===== src/rtl/adc_seq_pkg.sv =====
package adc_seq_pkg;

    localparam int unsigned ADDR_W  = 8;
    localparam int unsigned DATA_W  = 8;
    localparam int unsigned RES_W   = 16;
    localparam int unsigned CHAN_W  = 3;

    localparam logic [ADDR_W-1:0] ADDR_CTRL   = 8'h97;
    localparam logic [ADDR_W-1:0] ADDR_RES_LO = 8'h95;
    localparam logic [ADDR_W-1:0] ADDR_RES_HI = 8'h96;

    // Control byte layout, bit 7 first.
    typedef struct packed {
        logic              flag;
        logic              ie;
        logic              en;
        logic [CHAN_W-1:0] chan;
        logic              start;
        logic              status;
    } ctrl_t;

    localparam ctrl_t CTRL_RESET = '0;

    function automatic logic [DATA_W-1:0] res_byte(input logic [RES_W-1:0] r,
                                                   input logic hi);
        return hi ? r[RES_W-1:DATA_W] : r[DATA_W-1:0];
    endfunction

endpackage


===== src/rtl/adc_cal_timer.sv =====
module adc_cal_timer #(
    parameter int unsigned CAL_CYCLES = 640000
) (
    input  logic clk,
    input  logic rst,
    input  logic en,
    output logic ready
);
    localparam int unsigned CNT_W = $clog2(CAL_CYCLES + 1);
    localparam logic [CNT_W-1:0] CNT_MAX = CNT_W'(CAL_CYCLES);

    logic [CNT_W-1:0] cnt_q;

    always_ff @(posedge clk) begin
        if (rst || !en) begin
            cnt_q <= '0;
        end else if (cnt_q != CNT_MAX) begin
            cnt_q <= cnt_q + 1'b1;
        end
    end

    assign ready = en && (cnt_q == CNT_MAX);


    cal_fresh_chk: assert property (@(posedge clk) disable iff (rst)
        $rose(en) |-> !ready);


    cal_drop_chk: assert property (@(posedge clk) disable iff (rst)
        !en |=> (cnt_q == '0));

endmodule


===== src/rtl/adc_ctrl_regs.sv =====
module adc_ctrl_regs
    import adc_seq_pkg::*;
(
    input  logic              clk,
    input  logic              rst,
    input  logic              wr_ctrl,
    input  logic [DATA_W-1:0] wdata,
    input  logic              cal_ready,
    input  logic              done,
    output ctrl_t             ctrl,
    output logic [CHAN_W-1:0] chan_lat,
    output logic              done_ok
);
    ctrl_t             ctrl_q, ctrl_d, w;
    logic              busy_q, busy_d;
    logic [CHAN_W-1:0] chan_q;
    logic              start_req, abort;

    assign w         = ctrl_t'(wdata);
    assign start_req = wr_ctrl && w.start && w.en && ctrl_q.en && cal_ready;
    assign abort     = wr_ctrl && !w.en;
    assign done_ok   = done && busy_q && !abort;

    always_comb begin
        ctrl_d       = ctrl_q;
        ctrl_d.start = start_req;
        if (wr_ctrl) begin
            ctrl_d.ie   = w.ie;
            ctrl_d.en   = w.en;
            ctrl_d.chan = w.chan;
            if (!w.status) ctrl_d.status = 1'b0;
            if (!w.flag)   ctrl_d.flag   = 1'b0;
        end
        if (done_ok)   ctrl_d.status = 1'b1;
        if (start_req) ctrl_d.status = 1'b0;
        if (!ctrl_q.status && ctrl_d.status) ctrl_d.flag = 1'b1;

        busy_d = busy_q;
        if (done_ok)   busy_d = 1'b0;
        if (start_req) busy_d = 1'b1;
        if (abort)     busy_d = 1'b0;
    end

    always_ff @(posedge clk) begin
        if (rst) begin
            ctrl_q <= CTRL_RESET;
            busy_q <= 1'b0;
            chan_q <= '0;
        end else begin
            ctrl_q <= ctrl_d;
            busy_q <= busy_d;
            if (start_req) chan_q <= w.chan;
        end
    end

    assign ctrl     = ctrl_q;
    assign chan_lat = chan_q;


    start_self_clear_chk: assert property (@(posedge clk) disable iff (rst)
        ctrl_q.start |=> !ctrl_q.start);


    start_clears_status_chk: assert property (@(posedge clk) disable iff (rst)
        ctrl_q.start |-> !ctrl_q.status);


    flag_on_rise_chk: assert property (@(posedge clk) disable iff (rst)
        $rose(ctrl_q.status) |-> ctrl_q.flag);


    flag_hold_chk: assert property (@(posedge clk) disable iff (rst)
        (ctrl_q.flag && !(wr_ctrl && !w.flag)) |=> ctrl_q.flag);


    chan_hold_chk: assert property (@(posedge clk) disable iff (rst)
        (busy_q && !start_req) |=> $stable(chan_q));


    abort_idle_chk: assert property (@(posedge clk) disable iff (rst)
        !ctrl_q.en |-> !busy_q);

endmodule


===== src/rtl/adc_result_reg.sv =====
module adc_result_reg
    import adc_seq_pkg::*;
(
    input  logic             clk,
    input  logic             rst,
    input  logic             load,
    input  logic [RES_W-1:0] din,
    output logic [RES_W-1:0] q
);
    logic [RES_W-1:0] q_r;

    always_ff @(posedge clk) begin
        if (rst)       q_r <= '0;
        else if (load) q_r <= din;
    end

    assign q = q_r;


    result_stable_chk: assert property (@(posedge clk) disable iff (rst)
        !load |=> $stable(q_r));

endmodule


===== src/rtl/adc_sfr_seq.sv =====
module adc_sfr_seq
    import adc_seq_pkg::*;
#(
    parameter int unsigned CAL_CYCLES = 640000
) (
    input  logic        clk,
    input  logic        rst,
    input  logic [7:0]  sfr_addr,
    input  logic        sfr_wr,
    input  logic [7:0]  sfr_wdata,
    output logic [7:0]  sfr_rdata,
    output logic        irq,
    output logic [15:0] result_word,
    output logic        cnv_power,
    output logic        cnv_start,
    output logic [2:0]  cnv_chan,
    input  logic        cnv_done,
    input  logic [15:0] cnv_data
);
    ctrl_t      ctrl;
    logic       cal_ready, done_ok, wr_ctrl;
    logic [RES_W-1:0] res;

    assign wr_ctrl = sfr_wr && (sfr_addr == ADDR_CTRL);

    adc_cal_timer #(.CAL_CYCLES(CAL_CYCLES)) u_cal (
        .clk   (clk),
        .rst   (rst),
        .en    (ctrl.en),
        .ready (cal_ready)
    );

    adc_ctrl_regs u_ctrl (
        .clk       (clk),
        .rst       (rst),
        .wr_ctrl   (wr_ctrl),
        .wdata     (sfr_wdata),
        .cal_ready (cal_ready),
        .done      (cnv_done),
        .ctrl      (ctrl),
        .chan_lat  (cnv_chan),
        .done_ok   (done_ok)
    );

    adc_result_reg u_res (
        .clk  (clk),
        .rst  (rst),
        .load (done_ok),
        .din  (cnv_data),
        .q    (res)
    );

    always_comb begin
        unique case (sfr_addr)
            ADDR_CTRL:   sfr_rdata = ctrl;
            ADDR_RES_LO: sfr_rdata = res_byte(res, 1'b0);
            ADDR_RES_HI: sfr_rdata = res_byte(res, 1'b1);
            default:     sfr_rdata = '0;
        endcase
    end

    assign irq         = ctrl.flag && ctrl.ie;
    assign result_word = res;
    assign cnv_power   = ctrl.en;
    assign cnv_start   = ctrl.start;


    start_powered_chk: assert property (@(posedge clk) disable iff (rst)
        cnv_start |-> cnv_power);


    irq_needs_ie_chk: assert property (@(posedge clk) disable iff (rst)
        $fell(ctrl.ie) |-> !irq);

endmodule


===== config.mk =====
export PLATFORM = sky130hd
export DESIGN_NAME = adc_sfr_seq
export DESIGN_NICKNAME = d
export VERILOG_FILES = /design/src/rtl/adc_seq_pkg.sv /design/src/rtl/adc_cal_timer.sv /design/src/rtl/adc_ctrl_regs.sv /design/src/rtl/adc_result_reg.sv /design/src/rtl/adc_sfr_seq.sv
export SDC_FILE = /design/constraint.sdc
export NUM_CORES = 1
export LEC_CHECK = 0
export CAP_MARGIN = 20
export CORE_AREA = 2 2 70 72
export CTS_BUF_LIST = sky130_fd_sc_hd__clkbuf_8
export CTS_CLUSTER_DIAMETER = 100
export CTS_CLUSTER_SIZE = 8
export DETAILED_ROUTE_END_ITERATION = 8
export DIE_AREA = 0 0 72 74
export PLACE_DENSITY = 0.86
export SETUP_SLACK_MARGIN = 0.02
export SKIP_LAST_GASP = 1
export SYNTH_ARGS = -nofsm -noshare
export SYNTH_HDL_FRONTEND = slang
export SYNTH_HIERARCHICAL = 1
export SYNTH_SLANG_ARGS = --single-unit

===== constraint.sdc =====
create_clock -name clk -period 6 [get_ports clk]
set_clock_uncertainty 0.2 [all_clocks]
set_input_delay 1.2 -clock clk [delete_from_list [all_inputs] [get_ports clk]]
set_output_delay 1.2 -clock clk [all_outputs]
set_load 0.005 [all_outputs]

Yosys cells after proc, flatten, opt, wreduce, memory -nomap -nowiden
Index checks and enable logic that the tools add are counted.

operators by class
  $add $sub $neg = 1
  eq/ne operators = 6
  multiplexer cells = 10
  reduce and logical (&&, ||, !) cells = 20

operator list
  operator                                                                  number
  8-bit equality test (second input constant)                               3
  8-bit one-hot mux with 3 select lines                                     1
  20-bit by 1-bit adder with 20-bit output (second input constant)          1
  20-bit equality test (second input constant)                              1
  20-bit inequality test (second input constant)                            1
  1-bit logical AND                                                         11
  1-bit 2-to-1 mux                                                          8
  6-bit 2-to-1 mux                                                          1
  1-bit logical NOT                                                         4
  2-bit nonzero test                                                        2
  2-bit by 1-bit inequality test with 1-bit output (second input constant)  1
  2-bit AND reduction                                                       1
  2-bit OR reduction                                                        1
  1-bit logical OR                                                          1

storage, ports and cells
  flip-flop bits (word level) = 48
  input bits = 36
  word-level logic and storage cells = 47

Logic depth before layout (Yosys ltp)
  depth in word-level cells = 10
  gate-level depth with buffers = 11

Modules after synthesis
The synthesis kept the hierarchy.

by module, submodules not included
  module          times used  cells each  area each (um^2)  sequential area each (um^2)
  adc_cal_timer   1           121         994.7             400.4
  adc_result_reg  1           52          580.6             320.3
  adc_ctrl_regs   1           49          516.7             240.2
  adc_sfr_seq     1           33          264.0             0.0

Worst setup path before layout
Ideal clock, no wire load.

  kind = input to output
  from = input port sfr_addr[1]
  to = output port sfr_rdata[6]
  data arrival time = 1836 ps
  data required time = 4600 ps
  setup slack = 2764 ps
  stages on the path = 4
  path buffers = 1
  path through = buf_6 > mux2_4 > a22oi_2 > nor2_1

on the way
  word-level cells in the longest chain between the ends = 2
  elaborated cells on any way between the ends = 4
  classes of those cells = eq/ne: 3; mux: 1

ends and longest elaborated chain
  element                                    RTL line           RTL
  start, declared                            adc_sfr_seq.sv:8   input logic [7:0] sfr_addr,
  8-bit equality test                        adc_sfr_seq.sv:54  unique case (sfr_addr)
  8-bit one-hot mux with 3 select lines (*)  adc_sfr_seq.sv:54
  end, declared                              adc_sfr_seq.sv:11  output logic [7:0] sfr_rdata,

Every way passes the cells marked *; elsewhere a longest branch is shown, timed or not.

Worst setup path after layout
  from = input port sfr_addr[1]
  to = output port sfr_rdata[1]

Same word-level chain as after synthesis.

==> reports/qor.csv <==
metric;value;unit
clock sink count;48;
global-route wire length before repair;8880;um
setup_tns;0;ns
WP data arrival;3.16;ns
r2r startpoint;u_cal/cnt_q[0];
unrepaired setup endpoints after global routing;false;
Area after DPL;2979;sq um
worst-margin pin slew;0.8730;ns
design area;3100;sq um
initial antenna violation count;0;
gr usage total;21.16;%
layout cells sized above 1;10.09;%
synthesized cell area;2356;sq um
DRC;0;
# diodes;0;
CTS buffer count;5;
post-placement cell count;363;
Synth Area per Inst;9.239;sq um
hpwl dp;3957;um
wire per inst;14.23;um
largest net degree at the start of global routing;29;
P_leak;1.012;nW
YS warnings;6;
GRT overflow;0;
hold_sp;u_ctrl/chan_lat[2];
Pwr Density;191.2;nW/um^2
CTS Buffer Depth;2;
Post-Layout Cell Count;371;
Critical Path Start Type;primary input;
Initial Util;51.24;%
WP data required;4.60;ns
CTS H-tree lvls;2;
Hold Path Class;flip-flop to flip-flop;
combinational share of power;5.8;%
clk_lat worst skew;0.30;ns
sequential share of power;53.7;%
final hold vios;0;
post-route ant nets;0;
Sw Ratio;19.43;%
Syn Nets;293;
DIE HEIGHT;74;um
die width;72;um
ys flop type;dfxtp_1;
Critical Path End Type;output port;
core area;4598;sq um
Final nets;354;
Hold-fix buffers, CTS;0;
FFs w/ async S/R, synth;0;%
port bufs;65;
Ports;66;
FP Rows;25;
Area Overhead vs Synth;31.60;%
status;finished clean;
register bit total from synthesis;48;
detailed-route via count;2016;
setup bufs post-CTS;0;
Clock Pin Slew Worst Setup and Hold Paths;0.09;ns
endpoints failing setup;0;
DRT Pass-1 Iters;4;
crit-path max FO;10;
Synth Instances;255;
Max VDD drop;0.0001410;V
routability congestion estimate from global placement;0.8114;
Pins Over Slew Limit;0;
synth unique cells;48;
# Max-Cap Violations;0;
clock share of power;40.5;%
CTS tree;built;
post-CTS sizing;0;
P_sw;0.0001152;W
Root Buffer Master;clkbuf_8;
initial DRC count;115;
fmax;0.2193;GHz
Worst Setup SP;sfr_addr[1];
Max-slew headroom;41.59;%
min cycle time layout;4.561;ns
worst setup path category;primary input to output port;
via density per instance;5.434;
final period utilization;76.01;%
vias in the first global route;1956;
total wire length;5281;um
Layout fillers;370;
Internal;0.0004775;W
Post-synth EDFFs;0;
die footprint;5328;sq um
sequential share of the synthesized area;40.79;%
[power groups by stage]
stage | clock network [W] | logic [W] | registers, W
after global placement | 0 | 0.0000343 | 0.000326
after detailed placement | 0 | 0.0000347 | 0.000326
after floorplan | 0 | 0.0000109 | 0.000326
final | 0.000240 | 0.0000346 | 0.000318
after CTS | 0.000248 | 0.0000349 | 0.000318
after global routing | 0.000261 | 0.0000370 | 0.000318
[state kept, by name (all words and copies together) (netlist names)]
| signal | count |
|---|---|
| u_cal/cnt_q | 20 |
| u_res/q | 16 |
| u_ctrl/ctrl | 8 |
| u_ctrl/chan_lat | 3 |
| u_ctrl/busy_q | 1 |
[cell usage after synthesis, drive strengths merged, types with 4 or more instances]
cell type	instances	area, sq um
dfxtp	48	960.9
nor2	44	181.4
mux2i	25	250.2
nand2	13	48.80
nand3	12	82.58
o21ai	11	55.05
buf	10	95.08
inv	9	33.78
a21oi	8	40.04
a22oi	8	65.06
mux2	8	93.84
nor3	8	40.04
or3	6	38.79
xor2	5	43.79
nand4	4	25.02
xnor2	4	35.03
[kinds of logic after synthesis]
| family | synth area share (%) |
|---|---|
| buffers and inverters | 5.788 |
| multiplexers | 14.60 |
| AND/OR/NAND/NOR | 25.55 |
| XOR/XNOR | 3.345 |
| adder cells (fa/ha/maj) | 1.062 |
| flip-flops | 40.79 |
| AO/OA/AOI/OAI | 8.869 |
[final cells by class]
class	count	area, sq um	share of cell area [%]
Sequential cell	48	960.9	30.99
Timing Repair Buffer	66	658.1	21.23
Multi-Input combinational cell	186	1259	40.60
Clock buffer	6	82.58	2.663
Clock inverter	2	38.79	1.251
Inverter	9	33.78	1.090
Tap cell	54	67.56	2.179
[per-stage QoR]
stage | power (W) | setup slack [ns] | util (%) | hold slack (ns)
3_3_place_gp | 0.0003601 | 1.506 | 64.79 | 0.2465
3_5_place_dp | 0.0003605 | 1.442 | 64.79 | 0.2465
2_1_floorplan | 0.0003367 | 2.764 | - | 0.2390
5_1_grt | 0.0006159 | 1.338 | 67.43 | 0.2866
6_report | 0.0005927 | 1.439 | 67.43 | 0.2599
4_1_cts | 0.0006014 | 1.446 | 67.43 | 0.2617
[critical path: stages]
cell and delay [ns]:
clkdlybuf4s50_1 0.73, nor2b_2 0.44, a22oi_1 0.14, nor2_1 0.12, clkdlybuf4s50_1 0.53
[per-layer routing]
| layer | vias to the layer above | routed length, um | GRT usage, % |
|---|---|---|---|
| met1 | 917 | 2252 | 25.55 |
| li1 | 1013 | - | - |
| met3 | 10 | 399 | 4.878 |
| met2 | 76 | 2526 | 37.24 |
| met4 | 0 | 102 | 7.547 |
| met5 | - | 0 | 0 |
[placed cells by master (no fill, tap or decap), types with 7 or more instances in the layout]
cell / Yosys / layout
o21ai_0: 11 / 11
nor2_1: 43 / 43
a22oi_1: 7 / 7
a21oi_1: 8 / 8
dfxtp_1: 48 / 48
inv_1: 9 / 9
nor3_1: 8 / 8
mux2i_1: 25 / 25
nand2_1: 13 / 13
clkdlybuf4s50_1: 0 / 65
nand3_1: 9 / 9
mux2_2: 7 / 7
[final timing paths]
path                                            to  slack [ns]  cells after the start
worst min-delay path            u_ctrl/chan_lat[2]        0.26                      2
worst max-delay path                  sfr_rdata[1]        1.44                      5
worst min register to register  u_ctrl/chan_lat[2]        0.26                      2
worst max register to register  u_ctrl/chan_lat[1]        3.63                      8
No activity file was read; power rests on OpenSTA's default activity.
